## config.mk

```make
export PLATFORM = sky130hd
export DESIGN_NAME = apx_adder
export DESIGN_NICKNAME = d
export VERILOG_FILES = /design/src/rtl/apx_pkg.sv /design/src/rtl/apx_fa_cell.sv /design/src/rtl/apx_k_decode.sv /design/src/rtl/apx_ripple_core.sv /design/src/rtl/apx_adder.sv
export SDC_FILE = /design/constraint.sdc
export NUM_CORES = 1
export LEC_CHECK = 0
export BUFFER_PORTS_ARGS = -buffer_cell sky130_fd_sc_hd__clkbuf_2
export CAP_MARGIN = 0
export CORE_ASPECT_RATIO = 0.5
export CORE_MARGIN = 2
export CORE_UTILIZATION = 28
export DETAILED_ROUTE_END_ITERATION = 10
export PLACE_DENSITY = 0.47
export REMOVE_ABC_BUFFERS = 1
export SYNTH_ARGS = -nofsm -noshare
export SYNTH_HDL_FRONTEND = slang
export SYNTH_HIERARCHICAL = 1
export SYNTH_SLANG_ARGS = --single-unit
```

## constraint.sdc

```tcl
create_clock -name clk -period 9.2 [get_ports clk]
set_input_delay 2.3 -clock clk [delete_from_list [all_inputs] [get_ports clk]]
set_output_delay 2.3 -clock clk [all_outputs]
set_load 0.01 [all_outputs]
```

## src/rtl/apx_pkg.sv

```systemverilog
package apx_pkg;

   typedef enum logic [2:0] {
      APX_EXACT = 3'd0,
      APX_V1    = 3'd1,
      APX_V2    = 3'd2,
      APX_V3    = 3'd3,
      APX_V4    = 3'd4
   } apx_mode_e;

   // cell input pattern packed as {a, b, cin}
   localparam logic [2:0] PAT_000 = 3'b000;
   localparam logic [2:0] PAT_001 = 3'b001;
   localparam logic [2:0] PAT_011 = 3'b011;
   localparam logic [2:0] PAT_110 = 3'b110;

endpackage

```

## src/rtl/apx_fa_cell.sv

```systemverilog
module apx_fa_cell
   import apx_pkg::*;
#(
   parameter bit EXACT_ONLY = 1'b0
) (
   input  logic       a,
   input  logic       b,
   input  logic       ci,
   input  logic       approx_en,
   input  logic [2:0] mode,
   output logic       s,
   output logic       co
);

   logic s_ex;
   logic c_ex;

   assign s_ex = a ^ b ^ ci;
   assign c_ex = ci ? (a | b) : (a & b);

   generate
      if (EXACT_ONLY) begin : g_exact
         logic unused_sel;
         assign unused_sel = approx_en ^ (^mode);
         assign s  = s_ex;
         assign co = c_ex;
      end else begin : g_config
         logic [2:0] pat;
         assign pat = {a, b, ci};
         always_comb begin
            s  = s_ex;
            co = c_ex;
            if (approx_en) begin
               case (apx_mode_e'(mode))
                  APX_V2: begin
                     if (pat == PAT_000 || pat == PAT_011) s = 1'b1;
                  end
                  APX_V3: begin
                     if (pat == PAT_011) s  = 1'b1;
                     if (pat == PAT_110) co = 1'b0;
                  end
                  APX_V4: begin
                     if (pat == PAT_000) s  = 1'b1;
                     if (pat == PAT_001) s  = 1'b0;
                     if (pat == PAT_011) s  = 1'b1;
                     if (pat == PAT_110) co = 1'b0;
                  end
                  default: ;
               endcase
            end
         end
      end
   endgenerate

endmodule

```

## src/rtl/apx_k_decode.sv

```systemverilog
module apx_k_decode #(
   parameter int WIDTH      = 16,
   parameter int MAX_APPROX = WIDTH,
   localparam int CW        = $clog2(WIDTH + 1)
) (
   input  logic [CW-1:0]    k_in,
   output logic [WIDTH-1:0] pos_mask
);

   localparam logic [CW-1:0] K_CAP = CW'(MAX_APPROX);

   logic [CW-1:0] k_eff;
   assign k_eff = (k_in > K_CAP) ? K_CAP : k_in;

   generate
      for (genvar i = 0; i < WIDTH; i++) begin : g_pos
         assign pos_mask[i] = (k_eff > CW'(i));
      end
   endgenerate

endmodule

```

## src/rtl/apx_ripple_core.sv

```systemverilog
module apx_ripple_core #(
   parameter int WIDTH      = 16,
   parameter int MAX_APPROX = WIDTH
) (
   input  logic [WIDTH-1:0] a,
   input  logic [WIDTH-1:0] b,
   input  logic             cin,
   input  logic [2:0]       mode,
   input  logic [WIDTH-1:0] pos_mask,
   output logic [WIDTH-1:0] s,
   output logic             cout
);

   logic [WIDTH:0] chain;
   assign chain[0] = cin;

   generate
      for (genvar i = 0; i < WIDTH; i++) begin : g_bit
         apx_fa_cell #(
            .EXACT_ONLY(i >= MAX_APPROX)
         ) u_cell (
            .a        (a[i]),
            .b        (b[i]),
            .ci       (chain[i]),
            .approx_en(pos_mask[i]),
            .mode     (mode),
            .s        (s[i]),
            .co       (chain[i+1])
         );
      end
   endgenerate

   assign cout = chain[WIDTH];

endmodule

```

## src/rtl/apx_adder.sv

```systemverilog
module apx_adder #(
   parameter int WIDTH      = 16,
   parameter int MAX_APPROX = WIDTH,
   parameter bit REG_OUT    = 1'b1,
   localparam int CW        = $clog2(WIDTH + 1)
) (
   input  logic             clk,
   input  logic             rst_n,
   input  logic [WIDTH-1:0] op_a,
   input  logic [WIDTH-1:0] op_b,
   input  logic             carry_in,
   input  logic [2:0]       mode,
   input  logic [CW-1:0]    approx_bits,
   output logic [WIDTH-1:0] sum,
   output logic             carry_out
);

   generate
      if (WIDTH < 1) begin : g_bad_width
         $error("apx_adder: WIDTH must be at least 1");
      end
      if (MAX_APPROX < 0 || MAX_APPROX > WIDTH) begin : g_bad_cap
         $error("apx_adder: MAX_APPROX must lie in 0..WIDTH");
      end
   endgenerate

   logic [WIDTH-1:0] pos_mask;
   logic [WIDTH-1:0] sum_c;
   logic             cout_c;

   apx_k_decode #(
      .WIDTH     (WIDTH),
      .MAX_APPROX(MAX_APPROX)
   ) u_dec (
      .k_in    (approx_bits),
      .pos_mask(pos_mask)
   );

   apx_ripple_core #(
      .WIDTH     (WIDTH),
      .MAX_APPROX(MAX_APPROX)
   ) u_core (
      .a       (op_a),
      .b       (op_b),
      .cin     (carry_in),
      .mode    (mode),
      .pos_mask(pos_mask),
      .s       (sum_c),
      .cout    (cout_c)
   );

   generate
      if (REG_OUT) begin : g_reg
         logic [WIDTH-1:0] sum_q;
         logic             cout_q;
         logic             past_ok;
         always_ff @(posedge clk) begin
            if (!rst_n) begin
               sum_q   <= '0;
               cout_q  <= 1'b0;
               past_ok <= 1'b0;
            end else begin
               sum_q   <= sum_c;
               cout_q  <= cout_c;
               past_ok <= 1'b1;
            end
         end
         assign sum       = sum_q;
         assign carry_out = cout_q;

         assert_reg_latency_R9: assert property (@(posedge clk) disable iff (!rst_n)
            past_ok |-> ({carry_out, sum} == $past({cout_c, sum_c})));
      end else begin : g_comb
         assign sum       = sum_c;
         assign carry_out = cout_c;
      end
   endgenerate

   // ---------------- assertions ----------------
   localparam logic [CW-1:0] K_CAP = CW'(MAX_APPROX);

   logic [WIDTH:0] int_sum;
   logic [CW-1:0]  k_clamped;
   assign int_sum   = {1'b0, op_a} + {1'b0, op_b} + {{WIDTH{1'b0}}, carry_in};
   assign k_clamped = (approx_bits > K_CAP) ? K_CAP : approx_bits;

   assert_mode0_exact_R1: assert property (@(posedge clk) disable iff (!rst_n)
      (mode == 3'd0) |-> ({cout_c, sum_c} == int_sum));

   assert_mode1_exact_R2: assert property (@(posedge clk) disable iff (!rst_n)
      (mode == 3'd1) |-> ({cout_c, sum_c} == int_sum));

   assert_k_zero_exact_R3: assert property (@(posedge clk) disable iff (!rst_n)
      (approx_bits == '0) |-> ({cout_c, sum_c} == int_sum));

   assert_fallback_exact_R4: assert property (@(posedge clk) disable iff (!rst_n)
      (mode >= 3'd5) |-> ({cout_c, sum_c} == int_sum));

   assert_mode2_carry_R5: assert property (@(posedge clk) disable iff (!rst_n)
      (mode == 3'd2) |-> (cout_c == int_sum[WIDTH]));

   assert_mask_shape_R8: assert property (@(posedge clk) disable iff (!rst_n)
      $onehot0(pos_mask + 1'b1) && ($countones(pos_mask) == int'(k_clamped)));

endmodule

```

; Yosys cells after proc, flatten, opt, wreduce, memory -nomap -nowiden
; Cells that the tools add are included.
[word_totals]
ff_bits = 17
inputBits = 43
elab_cells = 344
[op_classes]
magnitude_cmp = 17
eq_ne = 51
mux = 177
bitwise = 64
reduce_logical = 33
[ops]
columns = operator, count
row1 = 2-to-1 mux 1 bit, 160
row2 = == test 3 x 2 -> 1 bit (second input constant), 18
row3 = == test 3 bit (second input constant), 17
row4 = == test 3 x 1 -> 1 bit (second input constant), 16
row5 = zero test 3 bit, 16
row6 = one-hot mux 1 bit (3 select lines), 16
row7 = greater-than comparator 5 x 4 -> 1 bit (second input constant), 8
row8 = XOR 1 bit, 32
row9 = greater-than comparator 5 x 3 -> 1 bit (second input constant), 4
row10 = AND 1 bit, 16
row11 = logical OR 1 bit, 16
row12 = bitwise OR 1 bit, 16
row13 = greater-than comparator 5 x 1 -> 1 bit (second input constant), 2
row14 = greater-than comparator 5 x 2 -> 1 bit (second input constant), 2
row15 = greater-than comparator 5 bit (second input constant), 1
row16 = 2-to-1 mux 5 bit, 1
row17 = OR reduction 2 bit, 1

; Longest topological paths before layout
[logic_depth]
word_depth = 67
depth_mapped = 51
ltp_nobuf = 50

; Modules after synthesis
; Netlist, hierarchy kept.
[modules_own_cells]
columns = module, instances, cells_each, area_each_um2
row1 = apx_fa_cell, 16, 19, 145.1
row2 = apx_adder, 1, 35, 474.2
row3 = apx_k_decode, 1, 27, 142.6

; Worst setup path before layout
; Ideal clock, no wire load.
[synth_timing]
path_type = input-to-reg
start = in approx_bits[4]
end = reg g_reg.sum_q[15], in the netlist sum[15]
arrival_ns = 8.996
t_required_ns = 9.084
slack_ns = 0.088
cell_stages = 37
n_path_buf = 1
cell_sequence = buf_2 -> nor3_2 -> nand2_1 -> o2111a_1 -> o22ai_1 -> inv_1 -> o22ai_1 -> inv_1 -> o22ai_1 -> inv_1 -> o22ai_1 -> inv_1 -> o22ai_1 -> inv_1 -> o22ai_1 -> inv_1 -> o22ai_1 -> inv_1 -> o22ai_1 -> inv_1 -> o22ai_1 -> inv_1 -> o22ai_1 -> inv_1 -> o22ai_1 -> inv_1 -> o22ai_1 -> inv_1 -> o22ai_1 -> inv_1 -> o22ai_1 -> inv_1 -> o22ai_1 -> xnor2_1 -> nor3b_1 -> a221oi_2 -> and2_2
[synth_via]
elab_chain_cells = 66
word_cells_on_any_way = 101
cone_classes = order compare (17) / eq/ne (16) / mux (65) / bitwise (1) / reduce/logical (2)
[synth_rtl]
columns = item, line_no
row1 = from (decl), apx_adder.sv:13  ; input logic [CW-1:0] approx_bits,
row2 = greater-than comparator 5 bit, n/a
row3 = 2-to-1 mux 5 bit (*), apx_k_decode.sv:13  ; assign k_eff = (k_in > K_CAP) ? K_CAP : k_in;
row4 = greater-than comparator 5 x 1 -> 1 bit (*), apx_k_decode.sv:17  ; assign pos_mask[i] = (k_eff > CW'(i));
row5 = via pos_mask[0], apx_adder.sv:27  ; logic [WIDTH-1:0] pos_mask;
row6 = 2-to-1 mux 1 bit (*), apx_fa_cell.sv:33  ; if (approx_en) begin
row7 = via u_core.chain[1], apx_ripple_core.sv:14  ; logic [WIDTH:0] chain;
row8 = == test 3 bit / 2-to-1 mux 1 bit (equally long branches), "apx_fa_cell.sv:40, apx_fa_cell.sv:46, apx_fa_cell.sv:19"
row9 = 2-to-1 mux 1 bit, "apx_fa_cell.sv:40, apx_fa_cell.sv:46"
row10 = [... 2 more ...], n/a
row11 = via u_core.chain[2], apx_ripple_core.sv:14
row12 = [... 4 more ...], n/a
row13 = via u_core.chain[3], apx_ripple_core.sv:14
row14 = [... 4 more ...], n/a
row15 = via u_core.chain[4], apx_ripple_core.sv:14
row16 = [... 4 more ...], n/a
row17 = via u_core.chain[5], apx_ripple_core.sv:14
row18 = [... 4 more ...], n/a
row19 = via u_core.chain[6], apx_ripple_core.sv:14
row20 = [... 4 more ...], n/a
row21 = via u_core.chain[7], apx_ripple_core.sv:14
row22 = [... 4 more ...], n/a
row23 = via u_core.chain[8], apx_ripple_core.sv:14
row24 = [... 4 more ...], n/a
row25 = via u_core.chain[9], apx_ripple_core.sv:14
row26 = [... 4 more ...], n/a
row27 = via u_core.chain[10], apx_ripple_core.sv:14
row28 = [... 4 more ...], n/a
row29 = via u_core.chain[11], apx_ripple_core.sv:14
row30 = [... 4 more ...], n/a
row31 = via u_core.chain[12], apx_ripple_core.sv:14
row32 = [... 4 more ...], n/a
row33 = via u_core.chain[13], apx_ripple_core.sv:14
row34 = [... 4 more ...], n/a
row35 = via u_core.chain[14], apx_ripple_core.sv:14
row36 = [... 4 more ...], n/a
row37 = via u_core.chain[15], apx_ripple_core.sv:14
row38 = zero test 3 bit / XOR 1 bit (equally long branches), "apx_fa_cell.sv:36, apx_fa_cell.sv:43, apx_fa_cell.sv:18"
row39 = 2-to-1 mux 1 bit, apx_fa_cell.sv:43  ; if (pat == PAT_000) s = 1'b1;
row40 = 2-to-1 mux 1 bit, apx_fa_cell.sv:44  ; if (pat == PAT_001) s = 1'b0;
row41 = 2-to-1 mux 1 bit, apx_fa_cell.sv:45  ; if (pat == PAT_011) s = 1'b1;
row42 = one-hot mux 1 bit (3 select lines), apx_fa_cell.sv:34  ; case (apx_mode_e'(mode))
row43 = 2-to-1 mux 1 bit (*), apx_fa_cell.sv:33
row44 = via sum_c[15], apx_adder.sv:28  ; logic [WIDTH-1:0] sum_c;
row45 = to (signal assigned), apx_adder.sv:63  ; sum_q <= sum_c;
row46 = to (decl), apx_adder.sv:54  ; logic [WIDTH-1:0] sum_q;
; Mark *: on every way through the listed nets, which the timed path passes. The rest lies on a longest branch.
; A chain may end at the register's enable or synchronous reset.

; Worst setup path in the final report
[layout_timing]
start = in approx_bits[2]
end = reg g_reg.sum_q[15], in the netlist sum[15]
; Same word-level chain as after synthesis.

==> out/metrics.json <==
{
  "total_congestion_overflow": 0,
  "fillerInstances": 1113,
  "arrival_ns": 8.34,
  "io_pins": 60,
  "hp-start": "rst_n",
  "synth-seq-area-share_pct": 11.6,
  "path_clk_slew_ns": 0.06,
  "seqCellArea_um2": 340,
  "multi_input_gate_area_in_the_final_layout_um2": 2430,
  "worst-slew-pin-transition_ns": 0.518,
  "final_weighted_congestion_in_routability_driven_placement": 0.759,
  "worst_setup_path_startpoint": "approx_bits[2]",
  "routed_wire_length_per_instance_um": 13.1,
  "max-cap-violations": 0,
  "hold_path.class": "in2reg",
  "height_of_the_die_um": 76.4,
  "clockRootBuffer": "sky130_fd_sc_hd__clkbuf_16",
  "via_count_of_the_first_global_routing_pass": 2598,
  "antenna-diode-count": 0,
  "totalNegativeSetupSlack_ns": 0,
  "initial_utilization_pct": 28.8,
  "max_freq_ghz": 0.122,
  "fin_crit_ns": 8.19,
  "timing.final.crit_share_pct": 89.0,
  "tritoncts_num_sinks": 17,
  "rsz_0062_raised_after_global_routing": "no",
  "antenna_found_initial": 0,
  "numPortBuffers": 59,
  "drv_slew": 0,
  "ir_worst_vdd_mv": 0.0573,
  "numCtsBuffers": 3,
  "yosys_warnings": 6,
  "cts.hold.buffers_added": 0,
  "critical_path_required_ns": 9.35,
  "place_ws_ns": -0.00100,
  "instance_area_at_placement_um2": 3480,
  "mostFrequentLayoutCell": "sky130_fd_sc_hd__clkbuf_2",
  "final_cell_area_um2": 3600,
  "vias_per_cell": 4.84,
  "timing.setup.critical_path_class": "in2reg",
  "critical_path.max_fanout": 8,
  "grt.total_usage_pct": 13.5,
  "num-nets-final": 514,
  "grt_start_max_net_pins": 44,
  "antenna_violating_nets_post_route": 0,
  "h-tree-depth": 1,
  "synth.ff_latch_count": 17,
  "detail_route.wirelength_um": 7550,
  "die_width_um": 149,
  "coreArea_um2": 10200,
  "drt_first_pass_iters": 4,
  "netlist_area_um2": 2940,
  "finalHoldWorstSlack_ns": 2.55,
  "syn-mean-instance-area_um2": 8.03,
  "floorplan.rows": 26,
  "setup.worst_path.start_class": "input port",
  "cellLeakagePower_nw": 1.75,
  "final_layout_size_suffix_gt1_share_pct": 29.5,
  "drt_iter0_drc": 86,
  "status": "finished, final reports clean",
  "clock_tree_from_tritoncts": "yes",
  "synthesized_instance_count": 366,
  "crit_path_max_incr_delay_ns": 0.31,
  "crit_top_cell": "sky130_fd_sc_hd__inv_1",
  "dp_hpwl_um": 5790,
  "final_hold_viol_count": 0,
  "num_vias": 2798,
  "maxSlewHeadroom_pct": 65.5,
  "power-per-cell-area_nw_per_um2": 111,
  "fin_ws_ns": 1.01,
  "global_route_wire_length_before_repair_um": 12600,
  "postCtsSetupBuffers": 0,
  "area_delta_synth_final_pct": 22.6,
  "worstSetupEndpointType": "register",
  "crit_slowest_cell": "sky130_fd_sc_hd__o22ai_1",
  "yosysUniqueCellTypes": 28,
  "route.detailed.drc": 0,
  "design.die.area_um2": 11400,
  "finalSetupViolations": 0,
  "ctsLongestPathBuffers": 2,
  "most-common-layout-cells": "sky130_fd_sc_hd__clkbuf_2, sky130_fd_sc_hd__inv_1, sky130_fd_sc_hd__nor2b_1, sky130_fd_sc_hd__ha_1, sky130_fd_sc_hd__nand2_1"
}
## registers in the layout, summed over array words and instances (netlist names)
signal / cells
carry_out: 1
sum: 16
## through the flow
stage | utilization (%) | power, mW | std cells
detailed placement | 34.1 | 0.302 | 574
global placement | 34.1 | 0.301 | 574
floorplan | - | 0.232 | 363
CTS | 34.8 | 0.400 | 578
finish | 35.3 | 0.399 | 578
global route | 35.3 | 0.432 | 578
## layer usage
layer  up-vias  GRT usage [%]  share of wire, %
met3         8           2.34               3.0
met1      1301           18.3                52
met5         -              0                 0
met2        37           22.4                44
li1       1452              -                 -
met4         0           2.48               1.1
## cell type report
class / instances / share of cell area (%)
inverters: 50 / 5.21
multi-input cells: 296 / 67.6
repair buffers: 71 / 10.7
clock buffers: 4 / 2.19
flip-flops and latches: 17 / 9.45
well taps: 140 / 4.86
## synth_stat cells
cell | n | share of area [%]
sky130_fd_sc_hd__inv_1 | 50 | 6.4
sky130_fd_sc_hd__ha_1 | 32 | 14
sky130_fd_sc_hd__nor2b_1 | 32 | 6.8
sky130_fd_sc_hd__nand2_1 | 24 | 3.1
sky130_fd_sc_hd__and2_1 | 20 | 4.3
sky130_fd_sc_hd__o21ai_0 | 18 | 3.1
sky130_fd_sc_hd__dfxtp_1 | 17 | 12
sky130_fd_sc_hd__a221oi_2 | 16 | 8.2
sky130_fd_sc_hd__and3_1 | 16 | 3.4
sky130_fd_sc_hd__and3b_1 | 16 | 4.8
sky130_fd_sc_hd__nor3_1 | 16 | 2.7
sky130_fd_sc_hd__nor3b_1 | 16 | 4.1
sky130_fd_sc_hd__nor3b_2 | 16 | 6.8
sky130_fd_sc_hd__o2111a_1 | 16 | 6.1
sky130_fd_sc_hd__o22ai_1 | 16 | 3.4
sky130_fd_sc_hd__xnor2_1 | 16 | 4.8
sky130_fd_sc_hd__and2_2 | 13 | 3.3
sky130_fd_sc_hd__nand2b_1 | 3 | 0.64
sky130_fd_sc_hd__a21oi_1 | 2 | 0.34
sky130_fd_sc_hd__nor2_1 | 2 | 0.26
sky130_fd_sc_hd__o21bai_1 | 2 | 0.51
sky130_fd_sc_hd__a31o_2 | 1 | 0.30
sky130_fd_sc_hd__buf_2 | 1 | 0.17
sky130_fd_sc_hd__buf_6 | 1 | 0.38
sky130_fd_sc_hd__clkbuf_1 | 1 | 0.13
sky130_fd_sc_hd__nand3_1 | 1 | 0.17
sky130_fd_sc_hd__nor2_4 | 1 | 0.38
sky130_fd_sc_hd__nor3_2 | 1 | 0.34
## cells by family after synthesis
group,count (synthesis),synth area share (%)
compound gates,71,21.9
xor+xnor,16,4.77
fa+ha+maj,32,13.6
buf+inv,53,7.07
flops,17,11.6
simple gates,177,41.0
## worst max-delay path: cells and delay by family
family                    cells  cell delay [ns]
AOI/OAI and AO/OA            17             3.57
xor gates and xnor gates      1             0.19
buffers and inverters        15             1.41
and+or+nand+nor               4             0.86
## report_power, final
part	total, mW	internal [mW]	switching (mW)	leakage (nW)
Clock	0.0949	0.0592	0.0357	0.0382
Sequential	0.0895	0.0865	0.00293	0.141
Combinational	0.214	0.105	0.109	1.57
## what timing repair did
| action | CTS | global route |
|---|---|---|
| gates resized for setup | 0 | 7 |
| endpoints found under the hold margin | 0 | 0 |
| endpoints found under the setup margin | 0 | 3 |
## final timing paths
path  cells after the start       to
min                       2   sum[9]
max                      37  sum[15]
No activity file was read; power rests on OpenSTA's default activity.
